===== src/rtl/uarx_pkg.sv =====
package uarx_pkg;
  localparam int unsigned MAXBITS = 9;

  typedef enum logic [2:0] {
    S_IDLE, S_START, S_DATA, S_PAR, S_STOP1, S_STOP2
  } rx_state_t;

  typedef struct packed {
    logic               fe;
    logic               pe;
    logic [MAXBITS-1:0] data;
  } rx_entry_t;

  // data-bit count from the size select: 0..3 -> 5..8, 4..7 -> 9
  function automatic logic [3:0] bits_of(input logic [2:0] sel);
    return sel[2] ? 4'd9 : ({2'b00, sel[1:0]} + 4'd5);
  endfunction
endpackage


===== src/rtl/uarx_sync.sv =====
module uarx_sync #(
  parameter int unsigned STAGES = 2
) (
  input  logic clk,
  input  logic rst,
  input  logic d,
  output logic q
);
  logic [STAGES-1:0] chain;

  always_ff @(posedge clk) begin
    if (rst) chain <= '1;
    else     chain <= {chain[STAGES-2:0], d};
  end

  assign q = chain[STAGES-1];
endmodule


===== src/rtl/uarx_frame.sv =====
module uarx_frame
  import uarx_pkg::*;
#(
  parameter int unsigned OSR = 16
) (
  input  logic               clk,
  input  logic               rst,
  input  logic               en,
  input  logic               tick,
  input  logic               rx_s,
  input  logic               dbl,
  input  logic [2:0]         size_sel,
  input  logic [1:0]         par_mode,
  input  logic               two_stop,
  input  logic               mpc,
  output logic               push_o,
  output logic [MAXBITS-1:0] data_o,
  output logic               fe_o,
  output logic               pe_o
);
  localparam int unsigned CW = $clog2(OSR);
  localparam logic [CW-1:0] LAST_N = CW'(OSR - 1);
  localparam logic [CW-1:0] LAST_D = CW'(OSR / 2 - 1);
  localparam logic [CW-1:0] MID_N  = CW'(OSR / 2);
  localparam logic [CW-1:0] MID_D  = CW'(OSR / 4);

  rx_state_t          state;
  logic [CW-1:0]      cnt;
  logic [3:0]         bitn;
  logic [MAXBITS-1:0] sh;
  logic               px, pbit, v0, v1;

  logic [CW-1:0]      mid, last, va, vb;
  logic [3:0]         nbits;
  logic               maj, par_en, type_w, par_err;
  logic [MAXBITS-1:0] word;

  always_comb begin
    mid     = dbl ? MID_D : MID_N;
    last    = dbl ? LAST_D : LAST_N;
    va      = mid - CW'(2);
    vb      = mid - CW'(1);
    nbits   = bits_of(size_sel);
    maj     = (v0 & v1) | (v0 & rx_s) | (v1 & rx_s);
    par_en  = par_mode[1];
    word    = sh >> (4'd9 - nbits);
    type_w  = (nbits == 4'd9) ? word[8] : maj;
    par_err = par_en & (px ^ pbit ^ par_mode[0]);
  end

  always_ff @(posedge clk) begin
    push_o <= 1'b0;
    if (rst || !en) begin
      state  <= S_IDLE;
      cnt    <= '0;
      bitn   <= '0;
      sh     <= '0;
      px     <= 1'b0;
      pbit   <= 1'b0;
      v0     <= 1'b1;
      v1     <= 1'b1;
      data_o <= '0;
      fe_o   <= 1'b0;
      pe_o   <= 1'b0;
    end else if (tick) begin
      if (state == S_IDLE) begin
        if (!rx_s) begin
          state <= S_START;
          cnt   <= CW'(1);
        end
      end else begin
        if (cnt == va) v0 <= rx_s;
        if (cnt == vb) v1 <= rx_s;
        if (cnt == last) cnt <= '0;
        else             cnt <= cnt + CW'(1);

        if (cnt == mid) begin
          case (state)
            S_START: if (maj) state <= S_IDLE;
            S_DATA: begin
              sh   <= {maj, sh[MAXBITS-1:1]};
              px   <= px ^ maj;
              bitn <= bitn + 4'd1;
            end
            S_PAR:   pbit <= maj;
            S_STOP1: begin
              push_o <= !(mpc && !type_w);
              data_o <= word;
              fe_o   <= !maj;
              pe_o   <= par_err;
              if (!two_stop) state <= S_IDLE;
            end
            S_STOP2: state <= S_IDLE;
            default: ;
          endcase
        end else if (cnt == last) begin
          case (state)
            S_START: begin
              state <= S_DATA;
              bitn  <= '0;
              px    <= 1'b0;
            end
            S_DATA:  if (bitn == nbits) state <= par_en ? S_PAR : S_STOP1;
            S_PAR:   state <= S_STOP1;
            S_STOP1: state <= S_STOP2;
            default: ;
          endcase
        end
      end
    end
  end

  // a high line in idle never arms the receiver
  a_r2_idle_needs_low: assert property (@(posedge clk) disable iff (rst)
    (state == S_IDLE && tick && en && rx_s) |=> (state == S_IDLE));

  // a frame is handed over for exactly one cycle
  a_r6_push_pulse: assert property (@(posedge clk) disable iff (rst)
    push_o |=> !push_o);
endmodule


===== src/rtl/uarx_buf.sv =====
module uarx_buf
  import uarx_pkg::*;
#(
  parameter int unsigned DEPTH = 2
) (
  input  logic      clk,
  input  logic      rst,
  input  logic      en,
  input  logic      push,
  input  rx_entry_t wr_entry,
  input  logic      pop,
  output rx_entry_t rd_entry,
  output logic      rd_ovr,
  output logic      not_empty
);
  localparam int unsigned PW   = (DEPTH > 1) ? $clog2(DEPTH) : 1;
  localparam int unsigned CNTW = $clog2(DEPTH + 1);
  localparam logic [PW-1:0]   LASTP = PW'(DEPTH - 1);
  localparam logic [CNTW-1:0] FULL  = CNTW'(DEPTH);

  rx_entry_t        mem [DEPTH];
  logic [DEPTH-1:0] ovr;
  logic [PW-1:0]    wr_p, rd_p;
  logic [CNTW-1:0]  cnt;
  logic             full, do_pop, do_push, lost;

  function automatic logic [PW-1:0] p_next(input logic [PW-1:0] p);
    return (p == LASTP) ? '0 : p + PW'(1);
  endfunction

  function automatic logic [PW-1:0] p_prev(input logic [PW-1:0] p);
    return (p == '0) ? LASTP : p - PW'(1);
  endfunction

  always_comb begin
    full    = (cnt == FULL);
    do_pop  = pop && (cnt != '0);
    do_push = push && (!full || do_pop);
    lost    = push && full && !do_pop;
  end

  // storage: single write port, no reset
  always_ff @(posedge clk) begin
    if (en && do_push) mem[wr_p] <= wr_entry;
  end

  always_ff @(posedge clk) begin
    if (rst || !en) begin
      wr_p <= '0;
      rd_p <= '0;
      cnt  <= '0;
      ovr  <= '0;
    end else begin
      if (do_push) begin
        wr_p       <= p_next(wr_p);
        ovr[wr_p]  <= 1'b0;
      end
      if (do_pop) rd_p <= p_next(rd_p);
      if (lost) ovr[p_prev(wr_p)] <= 1'b1;
      if (do_push && !do_pop)      cnt <= cnt + CNTW'(1);
      else if (do_pop && !do_push) cnt <= cnt - CNTW'(1);
    end
  end

  assign rd_entry  = mem[rd_p];
  assign rd_ovr    = ovr[rd_p];
  assign not_empty = (cnt != '0);

  // occupancy never exceeds the depth
  a_r6_cnt_bound: assert property (@(posedge clk) disable iff (rst)
    cnt <= FULL);

  // a disabled receiver holds nothing
  a_r8_flush: assert property (@(posedge clk) disable iff (rst)
    !en |=> (cnt == '0));

  // a frame arriving at a full buffer does not change occupancy
  a_r7_full_keeps: assert property (@(posedge clk) disable iff (rst)
    (full && push && !pop && en) |=> full);
endmodule


===== src/rtl/uart_addr_rx.sv =====
module uart_addr_rx
  import uarx_pkg::*;
#(
  parameter int unsigned OSR        = 16,
  parameter int unsigned DEPTH      = 2,
  parameter int unsigned SYNC_STAGE = 2
) (
  input  logic       clk,
  input  logic       rst,
  input  logic       rx_en,
  input  logic       baud_tick,
  input  logic       dbl_speed,
  input  logic [2:0] size_sel,
  input  logic [1:0] par_mode,
  input  logic       two_stop,
  input  logic       addr_filter,
  input  logic       irq_en,
  input  logic       rx_line,
  input  logic       rd_en,
  output logic [7:0] rd_data,
  output logic       rd_bit9,
  output logic       rd_frame_err,
  output logic       rd_parity_err,
  output logic       rd_overrun,
  output logic       rx_valid,
  output logic       rx_irq
);
  logic               rx_s, push, fe, pe;
  logic [MAXBITS-1:0] fdata;
  rx_entry_t          wr_e, head;

  uarx_sync #(.STAGES(SYNC_STAGE)) u_sync (
    .clk (clk),
    .rst (rst),
    .d   (rx_line),
    .q   (rx_s)
  );

  uarx_frame #(.OSR(OSR)) u_frame (
    .clk      (clk),
    .rst      (rst),
    .en       (rx_en),
    .tick     (baud_tick),
    .rx_s     (rx_s),
    .dbl      (dbl_speed),
    .size_sel (size_sel),
    .par_mode (par_mode),
    .two_stop (two_stop),
    .mpc      (addr_filter),
    .push_o   (push),
    .data_o   (fdata),
    .fe_o     (fe),
    .pe_o     (pe)
  );

  assign wr_e = '{fe: fe, pe: pe, data: fdata};

  uarx_buf #(.DEPTH(DEPTH)) u_buf (
    .clk       (clk),
    .rst       (rst),
    .en        (rx_en),
    .push      (push),
    .wr_entry  (wr_e),
    .pop       (rd_en),
    .rd_entry  (head),
    .rd_ovr    (rd_overrun),
    .not_empty (rx_valid)
  );

  assign rd_data       = head.data[7:0];
  assign rd_bit9       = head.data[8];
  assign rd_frame_err  = head.fe;
  assign rd_parity_err = head.pe;
  assign rx_irq        = irq_en && rx_valid;

  // unread data stays visible until it is read or flushed
  a_r6_valid_holds: assert property (@(posedge clk) disable iff (rst)
    (rx_valid && !rd_en && rx_en) |=> rx_valid);
endmodule


===== config.mk =====
export PLATFORM = sky130hd
export DESIGN_NAME = uart_addr_rx
export DESIGN_NICKNAME = d
export VERILOG_FILES = /design/src/rtl/uarx_pkg.sv /design/src/rtl/uarx_sync.sv /design/src/rtl/uarx_frame.sv /design/src/rtl/uarx_buf.sv /design/src/rtl/uart_addr_rx.sv
export SDC_FILE = /design/constraint.sdc
export NUM_CORES = 1
export LEC_CHECK = 0
export ABC_CLOCK_PERIOD_IN_PS = 2350
export BUFFER_PORTS_ARGS = -buffer_cell sky130_fd_sc_hd__buf_2
export CAP_MARGIN = 0
export CORE_MARGIN = 3
export CORE_UTILIZATION = 59
export DETAILED_ROUTE_END_ITERATION = 12
export PLACE_DENSITY = 0.83
export RECOVER_POWER = 25
export SETUP_SLACK_MARGIN = 0.3
export SYNTH_ARGS = -nofsm -noshare
export SYNTH_HDL_FRONTEND = slang
export SYNTH_SLANG_ARGS = --single-unit

===== constraint.sdc =====
create_clock -name clk -period 2.35 [get_ports clk]
set_clock_uncertainty 0.05 [all_clocks]
set_input_delay 0 -clock clk [delete_from_list [all_inputs] [get_ports clk]]
set_output_delay 0 -clock clk [all_outputs]
set_load 0.02 [all_outputs]

==> summary.md <==
| Metric | Value |
|---|---|
| Rel. slew slack | `49.7%` |
| Num rows | `26` |
| Final wirelength | `6.84 mm` |
| Mapped Nets | `359` |
| Critical path startpoint category | `register` |
| Htree depth | `3` |
| Post-Syn Instances | `336` |
| Initial DRT Pass Iterations | `5` |
| Dpl cells | `426` |
| Antenna Diode Count | `0` |
| Pwr Density | `587 nW/um2` |
| Ports | `29` |
| Final period util | `84.4%` |
| Root Driver | `clkbuf_8` |
| Mean area per synthesized cell | `9.96 um2` |
| Routed WL per cell | `15.3 um` |
| Fmax | `504 MHz` |
| Setup bufs post-CTS | `0` |
| Final core occ | `72.0%` |
| Highest-count cells in the layout ignoring fill and taps | `dfxtp_1, nand2_1, nor2_1, a21oi_1, buf_2` |
| RSZ-0062 raised after global routing | `true` |
| Slowest stage cell, crit path | `or4_1` |
| Max Root-Sink Buffers | `2` |
| Power Total | `2.24 mW` |
| P&R area growth vs syn | `14.0%` |
| Post-Layout Cell Count | `447` |
| Most common cell after layout, fill and taps aside | `dfxtp_1` |
| CP Capture Type | `register` |
| Ys Warns | `0` |
| Initial DRC Count | `166` |
| Routed Antenna Nets | `0` |
| WS Path Type | `reg -> reg` |
| Post-route DRC | `0` |
| Post-DP HPWL | `4.80 mm` |
| Hold Crit Class | `in -> reg` |
| Skew-Pair Late Insertion Delay | `330 ps` |
| Most Used Layer, Global Route | `met2` |
| Die H | `81.3 um` |
| Final Hold Fails | `0` |
| DR vias/cell | `5.88` |
| IO buf count | `28` |
| # setup viols final | `0` |
| Setup WS pre-CTS | `346 ps` |
| Via count of the first global-routing pass | `2474` |
| Seq/Total Area, Yosys | `46.6%` |
| Netlist Area Pre-Place | `3350 um2` |
| Remaining global-route overflow | `0` |
| Async SR Flop Fraction | `0%` |
| Worst endpoint required time | `2560 ps` |
| Status | `finished clean` |
| Maxcap violations | `0` |
| Initial antenna violation count | `0` |
| Crit path time final | `1980 ps` |
| Starting Density | `63.1%` |
| Core ar. | `5300 um2` |
| Pin count of the biggest net entering global routing | `23` |
| Setup TNS | `0 ps` |
| TritonCTS clock tree | `yes` |
| Gr usage total | `22.6%` |
| Share of cells above drive strength 1 | `22.3%` |
| Clock transition at path regs | `70 ps` |
| Clock buffers created by TritonCTS | `9` |
| Critical Path AT | `2200 ps` |
| Fin nets | `395` |
| TritonCTS Sinks | `67` |
| Final setup margin | `366 ps` |
| Worst Path Max Fanout | `7` |
| Die area | `6610 um2` |
| Critical Path Max Stage Delay | `520 ps` |
| Cell variety after synth | `59` |
| Gpl congestion | `0.936` |
| Seq cells post-synth | `67` |
| Main synth FF type | `dfxtp_1` |
| First-pass GRT wire length | `11.4 mm` |
| GR met1 Demand/Resource | `31.3%` |
| Cell Chain, Critical Path | `and3b_4 > o21a_4 > o31a_1 > or4_1 > a21oi_1` |
| Number of flops mapped to enable cells by yosys | `22` |
| Die width | `81.3 um` |
| Vias | `2628` |
| Worst-margin pin slew | `748 ps` |
| Maximum vdd drop | `0.000460 V` |
| Final Max Tran Viols | `0` |
| GRT met3 Usage | `4.32%` |
| M2 GR Usage | `35.2%` |
| Fillers | `399` |
| Lkg Pwr | `1.46 nW` |
Yosys cell counts, drive strengths merged, types with 4 or more instances:
library cell  count  area (um2)
xnor2             4        35.0
a21oi            27         135
inv               7        26.3
o21ai            17        85.1
xor2              5        43.8
or4               4        31.3
dfxtp            45         901
nand3b            6        45.0
ha                8         100
mux2i            16         160
clkbuf           17        83.8
or2               4        25.0
or3               5        32.5
and3              4        26.3
nand3            11        55.1
nor3b             7        57.6
nand2b            7        43.8
mux2             14         158
nor2             27         101
nor2b             5        31.3
nand2            31         116
edfxtp           22         661
worst paths after layout:
kind / from / end / cells after the start / slack [ps]
worst max-delay path: u_frame.cnt[3] / u_frame.bitn[3] / 5 / 370
worst max register to register: u_frame.cnt[3] / u_frame.bitn[3] / 5 / 370
worst min-delay path: rd_en / u_buf.ovr[0] / 4 / 30
worst min register to register: u_sync.chain[0] / u_sync.chain[1] / 1 / 370
stage by stage:
step / hold WS, ps / instance area [um2]
2_1_floorplan: 53.8 / 3350
4_1_cts: 14.3 / 3810
6_report: 29.8 / 3820
5_1_grt: 32.6 / 3820
3_5_place_dp: 141 / 3560
3_3_place_gp: 135 / 3560
registers in the layout, summed over array words and instances, names as in the netlist, named ones only:
register	flops
u_frame.data_o	9
u_frame.cnt	4
u_frame.push_o	1
u_buf.mem	22
u_buf.wr_p	1
u_frame.pe_o	1
u_buf.rd_p	1
u_frame.fe_o	1
u_frame.pbit	1
u_frame.sh	9
u_buf.ovr	2
u_buf.cnt	2
u_frame.bitn	4
u_sync.chain	2
u_frame.state	3
u_frame.v1	1
u_frame.v0	1
u_frame.px	1
layout make-up:
class	count	area, um2	share of cell area [%]
clock buffer	10	128	3.34
clock inverter	6	66.3	1.74
inverter	7	26.3	0.689
multi-input combinational	244	1680	44.1
sequential	67	1560	41.0
tap	70	87.6	2.30
timing repair buffer	43	262	6.85
worst max-delay path: cells and delay by family, from the launching register on:
kind / cells / cell delay [ps]
simple gates: 2 / 770
compound gates: 3 / 700
flops: 1 / 410
power breakdown:
part | switching (mW) | leakage (nW) | internal (mW)
combinational | 0.0759 | 0.797 | 0.0551
clock | 0.427 | 0.0885 | 0.489
sequential | 0.00245 | 0.572 | 1.19
cells by family after synthesis:
family | share of synthesized area (%)
compound gates | 12.9
xor+xnor | 2.35
fa+ha+maj | 3.29
buf+inv | 3.44
flops | 46.6
mux | 11.5
simple gates | 19.8
per-layer routing:
layer,vias up,share of wire [%]
li1,1290,-
met1,1234,46
met2,92,47
met3,12,5.6
met4,0,1.4
met5,-,0
timing repair:
| item | in CTS | in global routing |
|---|---|---|
| hold endpoints to repair | 4 | 0 |
| hold buffers | 5 | 0 |
| endpoints found under the setup margin | 0 | 7 |
| resized for setup | 0 | 5 |
Note: power is estimated with default switching activity, not from simulation.
